## config.mk

```make
export PLATFORM = sky130hd
export DESIGN_NAME = i2c_evt_unit
export DESIGN_NICKNAME = d
export VERILOG_FILES = /design/src/rtl/i2c_evt_pkg.sv /design/src/rtl/i2c_evt_status.sv /design/src/rtl/i2c_evt_vector.sv /design/src/rtl/i2c_evt_ctrl.sv /design/src/rtl/i2c_evt_out.sv /design/src/rtl/i2c_evt_unit.sv
export SDC_FILE = /design/constraint.sdc
export NUM_CORES = 1
export LEC_CHECK = 0
export ABC_AREA = 1
export BUFFER_PORTS_ARGS = -buffer_cell sky130_fd_sc_hd__buf_2
export CAP_MARGIN = 20
export CORE_MARGIN = 2
export CORE_UTILIZATION = 45
export DETAILED_ROUTE_END_ITERATION = 8
export PLACE_DENSITY = 0.78
export SYNTH_ARGS = -nofsm -noshare
export SYNTH_HDL_FRONTEND = slang
export SYNTH_SLANG_ARGS = --single-unit
```

## constraint.sdc

```tcl
create_clock -name clk -period 1.5 [get_ports clk]
set_clock_uncertainty 0.1 [all_clocks]
set_input_delay 0.075 -clock clk [delete_from_list [all_inputs] [get_ports clk]]
set_output_delay 0.075 -clock clk [all_outputs]
set_load 0.05 [all_outputs]
```

## src/rtl/i2c_evt_pkg.sv

```systemverilog
// Package: shared register selects and status bit positions for the
// I2C event unit. Assumes a 16-bit register data path.
package i2c_evt_pkg;
    localparam int DATA_W = 16;
    localparam int SEL_W  = 3;

    typedef enum logic [SEL_W-1:0] {
        SEL_MASK = 3'd0,
        SEL_STAT = 3'd1,
        SEL_VEC  = 3'd2,
        SEL_DMA  = 3'd3,
        SEL_TEST = 3'd4
    } reg_sel_e;

    localparam int B_NOACK = 1;
    localparam int B_AREADY = 2;
    localparam int B_RXRDY = 3;
    localparam int B_TXRDY = 4;
    localparam int B_BUSY = 12;
    localparam int B_RXDMA = 15;
    localparam int B_TXDMA = 7;
    localparam int B_FORCE = 11;

    // positions an event pulse may latch
    localparam logic [DATA_W-1:0] EVT_BITS   = 16'h8C1E;
    // positions that the test force may set
    localparam logic [DATA_W-1:0] FORCE_BITS = 16'h003F;
    // positions a newer-revision status write may clear
    localparam logic [DATA_W-1:0] W1C_BITS   = 16'h0027;
endpackage

```

## src/rtl/i2c_evt_status.sv

```systemverilog
// Sticky status word. Bits listed in KEEP_BITS are stored, all others read
// zero. Assumes set and clear vectors are already qualified by the caller;
// a set wins over a clear on the same bit.
module i2c_evt_status #(
    parameter int DW = 16,
    parameter logic [DW-1:0] KEEP_BITS = '1
) (
    input  logic          clk,
    input  logic          rst_n,
    input  logic [DW-1:0] set_i,
    input  logic [DW-1:0] clr_i,
    output logic [DW-1:0] stat_o
);
    logic pv;

    // status storage: clear first, then set, restricted to stored positions
    always_ff @(posedge clk) begin
        if (!rst_n) stat_o <= '0;
        else        stat_o <= ((stat_o & ~clr_i) | set_i) & KEEP_BITS;
    end

    // marks that one clean cycle has passed since reset
    always_ff @(posedge clk) begin
        if (!rst_n) pv <= 1'b0;
        else        pv <= 1'b1;
    end

    assert_set_wins_R11: assert property (@(posedge clk) disable iff (!rst_n || !pv)
        (stat_o & $past(set_i & KEEP_BITS)) == $past(set_i & KEEP_BITS));
    assert_clear_takes_R7: assert property (@(posedge clk) disable iff (!rst_n || !pv)
        (stat_o & $past(clr_i & ~set_i)) == '0);
endmodule

```

## src/rtl/i2c_evt_vector.sv

```systemverilog
// Lowest-pending priority encoder. Returns a one-hot of the lowest set bit
// of pend_i and its index plus one (zero when nothing is pending).
// Purely combinational; assumes CODE_W can hold DW.
module i2c_evt_vector #(
    parameter int DW = 16,
    localparam int CODE_W = $clog2(DW + 1)
) (
    input  logic              clk,
    input  logic              rst_n,
    input  logic [DW-1:0]     pend_i,
    output logic [DW-1:0]     hit_o,
    output logic [CODE_W-1:0] code_o
);
    logic [DW:0] seen;

    assign seen[0] = 1'b0;
    for (genvar i = 0; i < DW; i++) begin : g_chain
        assign hit_o[i]   = pend_i[i] & ~seen[i];
        assign seen[i+1]  = seen[i] | pend_i[i];
    end

    // index-plus-one of the selected bit
    always_comb begin
        code_o = '0;
        for (int i = 0; i < DW; i++)
            if (hit_o[i]) code_o = CODE_W'(i + 1);
    end

    assert_vec_onehot_R5: assert property (@(posedge clk) disable iff (!rst_n)
        $onehot0(hit_o) && ((code_o == '0) == (pend_i == '0)));
endmodule

```

## src/rtl/i2c_evt_ctrl.sv

```systemverilog
// Interrupt enable mask and DMA enable pair. A DMA write drops the
// matching ready-interrupt enable. Assumes write strobes are one-hot.
module i2c_evt_ctrl #(
    parameter int DW = 16,
    parameter bit NEWER = 1'b0
) (
    input  logic          clk,
    input  logic          rst_n,
    input  logic          wr_mask_i,
    input  logic          wr_dma_i,
    input  logic [DW-1:0] wdata_i,
    output logic [DW-1:0] mask_o,
    output logic [DW-1:0] dma_o
);
    import i2c_evt_pkg::*;
    localparam logic [DW-1:0] MASK_KEEP = NEWER ? DW'(16'h003F) : DW'(16'h001F);
    localparam logic [DW-1:0] DMA_KEEP  = DW'((1 << B_RXDMA) | (1 << B_TXDMA));

    logic [DW-1:0] ie_drop;
    logic pv;

    assign ie_drop = (DW'(wdata_i[B_RXDMA]) << B_RXRDY) | (DW'(wdata_i[B_TXDMA]) << B_TXRDY);

    // mask register: direct write, or selective drop on DMA enable
    always_ff @(posedge clk) begin
        if (!rst_n)         mask_o <= '0;
        else if (wr_mask_i) mask_o <= wdata_i & MASK_KEEP;
        else if (wr_dma_i)  mask_o <= mask_o & ~ie_drop;
    end

    // DMA enable register
    always_ff @(posedge clk) begin
        if (!rst_n)        dma_o <= '0;
        else if (wr_dma_i) dma_o <= wdata_i & DMA_KEEP;
    end

    // marks that one clean cycle has passed since reset
    always_ff @(posedge clk) begin
        if (!rst_n) pv <= 1'b0;
        else        pv <= 1'b1;
    end

    assert_dma_drops_ie_R8: assert property (@(posedge clk) disable iff (!rst_n || !pv)
        ($past(wr_dma_i) && $past(wdata_i[B_RXDMA])) |-> !mask_o[B_RXRDY]);
    assert_mask_width_R6: assert property (@(posedge clk) disable iff (!rst_n)
        (mask_o & ~MASK_KEEP) == '0);
endmodule

```

## src/rtl/i2c_evt_out.sv

```systemverilog
// Registered interrupt and DMA request outputs. Each output reflects the
// status, mask and DMA state of the previous cycle.
module i2c_evt_out #(
    parameter int DW = 16
) (
    input  logic          clk,
    input  logic          rst_n,
    input  logic [DW-1:0] stat_i,
    input  logic [DW-1:0] mask_i,
    input  logic [DW-1:0] dma_i,
    output logic          irq_o,
    output logic          rxq_o,
    output logic          txq_o
);
    import i2c_evt_pkg::*;
    logic pv;

    // output registers
    always_ff @(posedge clk) begin
        if (!rst_n) begin
            irq_o <= 1'b0;
            rxq_o <= 1'b0;
            txq_o <= 1'b0;
        end else begin
            irq_o <= |(stat_i & mask_i);
            rxq_o <= stat_i[B_RXRDY] & dma_i[B_RXDMA];
            txq_o <= stat_i[B_TXRDY] & dma_i[B_TXDMA];
        end
    end

    // marks that one clean cycle has passed since reset
    always_ff @(posedge clk) begin
        if (!rst_n) pv <= 1'b0;
        else        pv <= 1'b1;
    end

    assert_irq_lag_R4: assert property (@(posedge clk) disable iff (!rst_n || !pv)
        irq_o == $past(|(stat_i & mask_i)));
    assert_txreq_gate_R9: assert property (@(posedge clk) disable iff (!rst_n || !pv)
        txq_o |-> $past(dma_i[B_TXDMA]));
endmodule

```

## src/rtl/i2c_evt_unit.sv

```systemverilog
// Top of the I2C event unit: register decode, status qualification, read
// mux and output stage. NEWER selects the newer revision (write-one-clear
// status, 6-bit mask, test force) versus the older one (vector read).
// Assumes at most one of wr_en and rd_en per cycle.
module i2c_evt_unit #(
    parameter bit NEWER = 1'b0
) (
    input  logic                          clk,
    input  logic                          rst_n,
    input  logic                          wr_en,
    input  logic                          rd_en,
    input  logic [i2c_evt_pkg::SEL_W-1:0] reg_sel,
    input  logic [i2c_evt_pkg::DATA_W-1:0] wr_data,
    output logic [i2c_evt_pkg::DATA_W-1:0] rd_data,
    input  logic [i2c_evt_pkg::DATA_W-1:0] evt_set,
    input  logic                          bus_busy,
    output logic                          irq,
    output logic                          rx_dma_req,
    output logic                          tx_dma_req
);
    import i2c_evt_pkg::*;
    localparam int DW = DATA_W;
    localparam int CODE_W = $clog2(DW + 1);

    logic [DW-1:0] stat, mask, dma, set_vec, clr_vec, hit;
    logic [CODE_W-1:0] code;
    logic wr_mask, wr_stat, wr_dma, wr_test, rd_vec;

    assign wr_mask = wr_en && reg_sel == SEL_MASK;
    assign wr_stat = wr_en && reg_sel == SEL_STAT && NEWER;
    assign wr_dma  = wr_en && reg_sel == SEL_DMA;
    assign wr_test = wr_en && reg_sel == SEL_TEST && NEWER;
    assign rd_vec  = rd_en && reg_sel == SEL_VEC && !NEWER;

    // set and clear vectors for the status word
    always_comb begin
        set_vec = evt_set & EVT_BITS;
        if (wr_test && wr_data[B_FORCE]) set_vec = set_vec | FORCE_BITS;
        clr_vec = '0;
        if (wr_stat) clr_vec = wr_data & W1C_BITS;
        if (rd_vec)  clr_vec = clr_vec | hit;
    end

    i2c_evt_status #(.DW(DW), .KEEP_BITS(EVT_BITS | FORCE_BITS)) u_status (
        .clk(clk), .rst_n(rst_n), .set_i(set_vec), .clr_i(clr_vec), .stat_o(stat)
    );

    i2c_evt_vector #(.DW(DW)) u_vector (
        .clk(clk), .rst_n(rst_n), .pend_i(stat & mask), .hit_o(hit), .code_o(code)
    );

    i2c_evt_ctrl #(.DW(DW), .NEWER(NEWER)) u_ctrl (
        .clk(clk), .rst_n(rst_n), .wr_mask_i(wr_mask), .wr_dma_i(wr_dma),
        .wdata_i(wr_data), .mask_o(mask), .dma_o(dma)
    );

    i2c_evt_out #(.DW(DW)) u_out (
        .clk(clk), .rst_n(rst_n), .stat_i(stat), .mask_i(mask), .dma_i(dma),
        .irq_o(irq), .rxq_o(rx_dma_req), .txq_o(tx_dma_req)
    );

    // registered read data
    always_ff @(posedge clk) begin
        if (!rst_n) rd_data <= '0;
        else if (rd_en) begin
            case (reg_sel)
                SEL_MASK: rd_data <= mask;
                SEL_STAT: rd_data <= stat | (DW'(bus_busy) << B_BUSY);
                SEL_VEC:  rd_data <= NEWER ? '0 : DW'(code);
                SEL_DMA:  rd_data <= dma;
                default:  rd_data <= '0;
            endcase
        end
    end

    assert_busy_not_stored_R3: assert property (@(posedge clk) disable iff (!rst_n)
        !stat[B_BUSY]);
    assert_old_stat_ro_R7: assert property (@(posedge clk) disable iff (!rst_n)
        (!NEWER && wr_en && reg_sel == SEL_STAT) |-> (clr_vec == '0));
endmodule

```

==> summary.md, run 1 <==
| Metric | Value |
|---|---|
| Final Util | `0.662` |
| Startpoint class of the critical path | `input pin` |
| Final period utilization | `0.951` |
| Global route overflow | `0` |
| WP data arrival | `1570 ps` |
| Layout area overhead | `37.0%` |
| Num Clock Sinks | `28` |
| DIE WIDTH | `56.3 um` |
| ANT cells | `0` |
| Yosys warns | `0` |
| Post-Synth Simple-Gate Area | `0.229` |
| H-tree depth | `1` |
| Fmax | `0.701 GHz` |
| Standard-cell rows | `18` |
| Layout cells sized above 1 | `0.232` |
| DRT iter0 DRCs | `8` |
| Post-Synth XOR/XNOR Area | `0` |
| Clk buf depth | `2` |
| Via Count | `1253` |
| Post-synthesis mux area share | `0` |
| # setup viols final | `0` |
| CTS root buffer | `clkbuf_4` |
| Crit-path max FO | `16` |
| Initial antenna violation count | `0` |
| Commonest non-fill, non-tap cell in the layout | `nand2_1` |
| Avg Inst Size Synth | `7.28 sq um` |
| Synth Instances | `169` |
| Delay-heaviest family, CP | `buffers and inverters` |
| Global-route usage over all layers | `0.192` |
| Final wirelength | `2890 um` |
| CP Capture Type | `flip-flop` |
| Cell Pwr Density | `902 nW/um^2` |
| Die height | `56.3 um` |
| Port buffer count | `34` |
| Drt wl/cell | `11.2 um` |
| CTS tree | `done` |
| RSZ-0062 raised after global routing | `false` |
| Most frequent cells in the layout | `nand2_1, buf_2, dfxtp_1` |
| Number of hold violations in the final report | `0` |
| CP max-delay cell | `dlygate4sd3_1` |
| Max-cap violations | `0` |
| Hold Crit Class | `in2reg` |
| Yosys reg bits | `28` |
| Clock transition at path regs | `150 ps` |
| Antenna Nets Post-Route | `0` |
| Compound-Gate Fraction of Synth Area | `0.188` |
| Post-route setup TNS | `0 ps` |
| Setup CP Type | `in2reg` |
| Total core area | `2540 sq um` |
| Post-CTS setup buffers | `0` |
| Critical Path Max Stage Delay | `560 ps` |
| Post-DP HPWL | `1980 um` |
| CP Data Required Time | `1640 ps` |
| Max IR drop VDD | `1.09 mV` |
| Worst path cell trace | `dlygate4sd3_1, clkbuf_4, o21ai_1, a21oi_1, dlygate4sd3_1` |
| Die area | `3170 sq um` |
| Status | `completed` |
| Total power | `1.52 mW` |
| Part of the Yosys area used for sequential elements | `0.456` |
| Static Leak | `0.794 nW` |
| Crit path top cell by count | `dlygate4sd3_1` |
| Vias per cell | `4.86` |
| Pin count of the biggest net entering global routing | `17` |
| Nets | `269` |
| Largest family of logic cells by synthesized area | `simple AND/OR/NAND/NOR gates` |
| DR DRC count | `0` |
| Cell Area, Synth | `1230 sq um` |
| Max-slew violations | `0` |
| Global-route wire length before repair | `4860 um` |
| Clock latency at the later pin of the worst-skew pair | `330 ps` |
| IO Pins | `59` |
| Clock period minus worst slack | `1430 ps` |
| CTS buffer count | `3` |
| Post-synth cell types | `25` |
| Vias in the first global route | `1171` |
| Layout fillers | `241` |
| Placer Congestion | `0.923` |
| Pre-Repair DR Iteration Count | `4` |
| Worst Path Buf+Inv | `3` |
| Initial core utilization | `0.483` |
| Adder-Cell Fraction of Synth Area | `0` |
-- path summary, 6_finish.rpt --
| kind | start | end | cells after the start | slack, ps |
|---|---|---|---|---|
| max | rd_en | rd_data[12] | 5 | 70 |
| min | wr_en | u_ctrl.mask_o[2] | 3 | 40 |
| max reg2reg | u_ctrl.mask_o[4] | u_ctrl.mask_o[4] | 3 | 180 |
| min reg2reg | u_status.stat_o[10] | rd_data[10] | 2 | 370 |
-- stage by stage --
stage	setup slack (ps)	hold WS [ps]	instances	instance area, sq um
global route	16.2	31.6	258	1690
global placement	267	176	233	1420
detailed placement	229	186	233	1420
finish	73.6	37.0	258	1690
floorplan	392	90.8	174	1250
CTS	62.1	22.2	258	1680
-- tightest hold or removal path: stages --
cell     delay (ps)
buf_2           120
nand2_2         160
a21oi_1          90
-- cells in the mapped netlist, drive strengths merged --
library cell	n	share of area
a21boi	1	0.0061
a21oi	21	0.092
buf	7	0.040
clkbuf	2	0.014
clkinv	1	0.0030
conb	1	0.0030
dfxtp	28	0.46
inv	22	0.067
nand2	45	0.14
nand3	6	0.028
nand4	1	0.0051
nor2	10	0.031
nor3	3	0.025
o211ai	2	0.012
o21ai	18	0.073
o22ai	1	0.0051
-- flip-flops by register name (all words and copies together) (netlist names) --
register	flops
u_status.stat_o	8
u_ctrl.mask_o	5
u_out.txq_o	1
u_out.irq_o	1
u_ctrl.dma_o	2
u_out.rxq_o	1
rd_data	10
-- cells by family (layout without fill, tap and decap cells) --
| logic type | count (synthesis) | in the layout |
|---|---|---|
| buffers and inverters | 32 | 86 |
| other | 1 | 6 |
| AOI/OAI and AO/OA | 43 | 43 |
| and+or+nand+nor | 65 | 65 |
| DFF | 28 | 28 |
-- layer usage --
layer / part of all wire / GRT usage
met1: 0.43 / 0.227
met2: 0.50 / 0.343
met4: 0.018 / 0.0442
met3: 0.051 / 0.0553
met5: 0 / 0
-- layout make-up --
type / instances / area (sq um) / area share
clock buffers: 3 / 22.5 / 0.0134
multi-input cells: 114 / 536 / 0.318
inverters: 23 / 86.3 / 0.0512
well taps: 30 / 37.5 / 0.0223
clock inverters: 1 / 30.0 / 0.0178
flip-flops and latches: 28 / 561 / 0.333
repair buffers: 59 / 413 / 0.245
-- what timing repair did --
| action | in CTS | in global routing |
|---|---|---|
| setup endpoints to repair | 0 | 1 |
| hold endpoints to repair | 20 | 0 |
| hold buffers | 21 | 0 |
| resized for setup | 0 | 2 |
-- power breakdown --
group	switching [mW]	internal (mW)	total (mW)
clock	0.222	0.270	0.493
sequential	0.0166	0.772	0.788
combinational	0.148	0.0905	0.239
(Power assumes the default switching activity.)
==> run 2: changes to the inputs <==
- CORE_UTILIZATION: 45 -> 48
- PLACE_DENSITY: 0.78 -> 0.83
- clock period: 1.5 -> 1.7 ns (I/O delays scaled with it)
==> summary.md, run 2 (synthesis results as in run 1) <==
| Metric | Value |
|---|---|
| CTS root buffer | `clkbuf_4` |
| Status | `completed` |
| Max FFs per register | `10 (unchanged)` |
| Die area | `2980 sq um (-5.8%)` |
| Placed Cells | `229 (-1.7%)` |
| CP Depth | `5 (unchanged)` |
| Vias in the first global route | `1069 (-8.7%)` |
| Worst path cell trace | `dlygate4sd3_1, buf_2, o21ai_1, dlygate4sd3_1, a21oi_1` |
| Hold slack final | `5.83 ps (-31.1 ps)` |
| Sequential share of power | `0.516 (-0.003)` |
| WP data arrival | `1590 ps (+20 ps)` |
| Critical Path Max Stage Delay | `560 ps (about the same)` |
| DIE WIDTH | `54.6 um (-2.9%)` |
| Max-cap violations | `0 (unchanged)` |
| CTS buffer count | `3 (unchanged)` |
| Worst R2R Start | `u_ctrl.dma_o[7]` |
| Static Leak | `0.784 nW (-1.3%)` |
| Switching part of the total | `0.260 (+0.00487)` |
| CP Data Required Time | `1870 ps (+230 ps)` |
| Nets | `267 (-0.74%)` |
| DR DRC count | `0 (unchanged)` |
| Clock period minus worst slack | `1420 ps` |
| CP Capture Type | `flip-flop` |
| Global-route wire length before repair | `4510 um (-7.1%)` |
| Most frequent cells in the layout | `nand2_1, buf_2, dfxtp_1` |
| Layout cells sized above 1 | `0.217 (-0.0156)` |
| Standard-cell rows | `18 (unchanged)` |
| Via Count | `1262 (+0.72%)` |
| Post-Layout Cell Count | `256 (-0.78%)` |
| CTS tree | `done` |
| Total core area | `2450 sq um (-3.5%)` |
| Max_slew headroom | `0.656` |
| Worst Path Buf+Inv | `3 (unchanged)` |
| Hold Path Stages | `3 (unchanged)` |
| Commonest non-fill, non-tap cell in the layout | `nand2_1` |
| CP max-delay cell | `dlygate4sd3_1` |
| Initial antenna violation count | `0 (unchanged)` |
| Most flop-heavy register | `rd_data` |
| Antenna Nets Post-Route | `0 (unchanged)` |
| Final Util | `0.681 (+0.0192)` |
| Num Clock Sinks | `28 (unchanged)` |
| RSZ-0062 raised after global routing | `false` |
| Reg2reg path depth | `3 (unchanged)` |
| Combinational Power Share | `0.155 (-0.002)` |
| Total power | `1.35 mW (-11%)` |
| IO Pins | `59 (unchanged)` |
| Port buffer count | `34 (unchanged)` |
| Crit path top cell by count | `dlygate4sd3_1` |
| Finished layout cell area | `1670 sq um (-0.74%)` |
| Switching pwr | `0.350 mW (-9.5%)` |
| Reg2Reg Capture Point | `rd_data[7]` |
| Regs by FF count | `rd_data: 10 flops, u_status.stat_o: 8 flops, u_ctrl.mask_o: 5 flops` |
| Drt wl/cell | `11.1 um (-0.86%)` |
| DP Worst Slack | `450 ps (+221 ps)` |
| Clock latency at the later pin of the worst-skew pair | `330 ps (about the same)` |
| Worst slew pin tran | `512 ps` |
| Startpoint class of the critical path | `input pin` |
| Internal Dissipation | `0.999 mW (-12%)` |
| Layout area overhead | `36.0%` |
| Pre-Repair DR Iteration Count | `4 (unchanged)` |
| Placer Congestion | `0.858 (-7.1%)` |
| DRT iter0 DRCs | `16 (+8)` |
| H-tree depth | `1 (unchanged)` |
| Area after DPL | `1390 sq um (-2.1%)` |
| Post-route setup TNS | `0 ps (unchanged)` |
| WHS Endpoint | `rd_data[15]` |
| Post-DP HPWL | `1870 um (-5.5%)` |
| Worst hold start | `rd_en` |
| Max-slew violations | `0 (unchanged)` |
| Clk buf depth | `2 (unchanged)` |
| Global-route usage over all layers | `0.210 (+0.0180)` |
| Setup CP Type | `in2reg` |
| Worst R2R Setup Slack | `400 ps (+220 ps)` |
| Hold Crit Class | `in2reg` |
| Setup WS post-layout | `276 ps (+202 ps)` |
| Global route overflow | `0 (unchanged)` |
| Pin count of the biggest net entering global routing | `19 (+2)` |
| Final period utilization | `0.838` |
| Initial core utilization | `0.501 (+0.0177)` |
| Fmax | `0.702 GHz` |
| ANT cells | `0 (unchanged)` |
| Clock transition at path regs | `160 ps (about the same)` |
| Crit-path max FO | `11 (-5)` |
| Final wirelength | `2840 um (-1.6%)` |
| Power share of the clock group | `0.329 (+0.005)` |
| Max IR drop VDD | `0.627 mV (-43%)` |
| Vias per cell | `4.93 (+1.5%)` |
| Die height | `54.6 um (-2.9%)` |
| Cell Pwr Density | `806 nW/um^2 (-11%)` |
| # setup viols final | `0 (unchanged)` |
| Delay-heaviest family, CP | `buffers and inverters` |
| Number of hold violations in the final report | `0 (unchanged)` |
-- run 2: cell count changes in the layout (fill, tap and decap cells not counted) --
cell	before	now
buf_2	33	34
buf_4	4	0
clkbuf_4	4	3
dlygate4sd3_1	21	23
o21ai_0	8	9
o21ai_1	10	9
-- run 2: how the worst max path moves through the flow --
stage,start,endpoint,slack (ps)
global placement,u_status.stat_o[0],rd_data[0],460
finish,rst_n,u_ctrl.mask_o[0],280
floorplan,u_status.stat_o[0],rd_data[0],590
global route,rst_n,u_status.stat_o[4],210
detailed placement,reg_sel[1],rd_data[0],450
CTS,rst_n,u_out.irq_o,290
-- run 2: tightest hold or removal path, cell delays in order --
cell and delay [ps]:
buf_2 190, nand2_1 90, a21oi_1 50
-- run 2: power groups by stage --
stage,combinational [mW],sequential [mW],clock [mW]
2_1_floorplan,0.104,0.733,0
3_3_place_gp,0.165,0.709,0
3_5_place_dp,0.167,0.709,0
4_1_cts,0.207,0.695,0.441
5_1_grt,0.230,0.699,0.471
6_report,0.210,0.696,0.444
-- run 2: final cells by class --
class | instances | area [sq um]
fill | 215 | 782
sequential | 28 | 561
multi-input combinational | 114 | 536
timing repair buffer | 57 | 400
inverter | 23 | 86.3
tap | 30 | 37.5
clock inverter | 1 | 30.0
clock buffer | 3 | 22.5
-- run 2: layer usage --
metal,GRT usage,vias to the layer above,share of wire,wire length [um]
li1,-,650,-,-
met1,0.255,558,0.42,1200
met2,0.367,47,0.50,1430
met3,0.0383,7,0.061,172
met4,0.0750,0,0.012,34
met5,0,-,0,0
-- run 2: timing repair --
item | in CTS | in global routing
buffers inserted | 0 | 0
resized for setup | 0 | 0
hold buffers | 23 | 0
hold endpoints to repair | 19 | 0
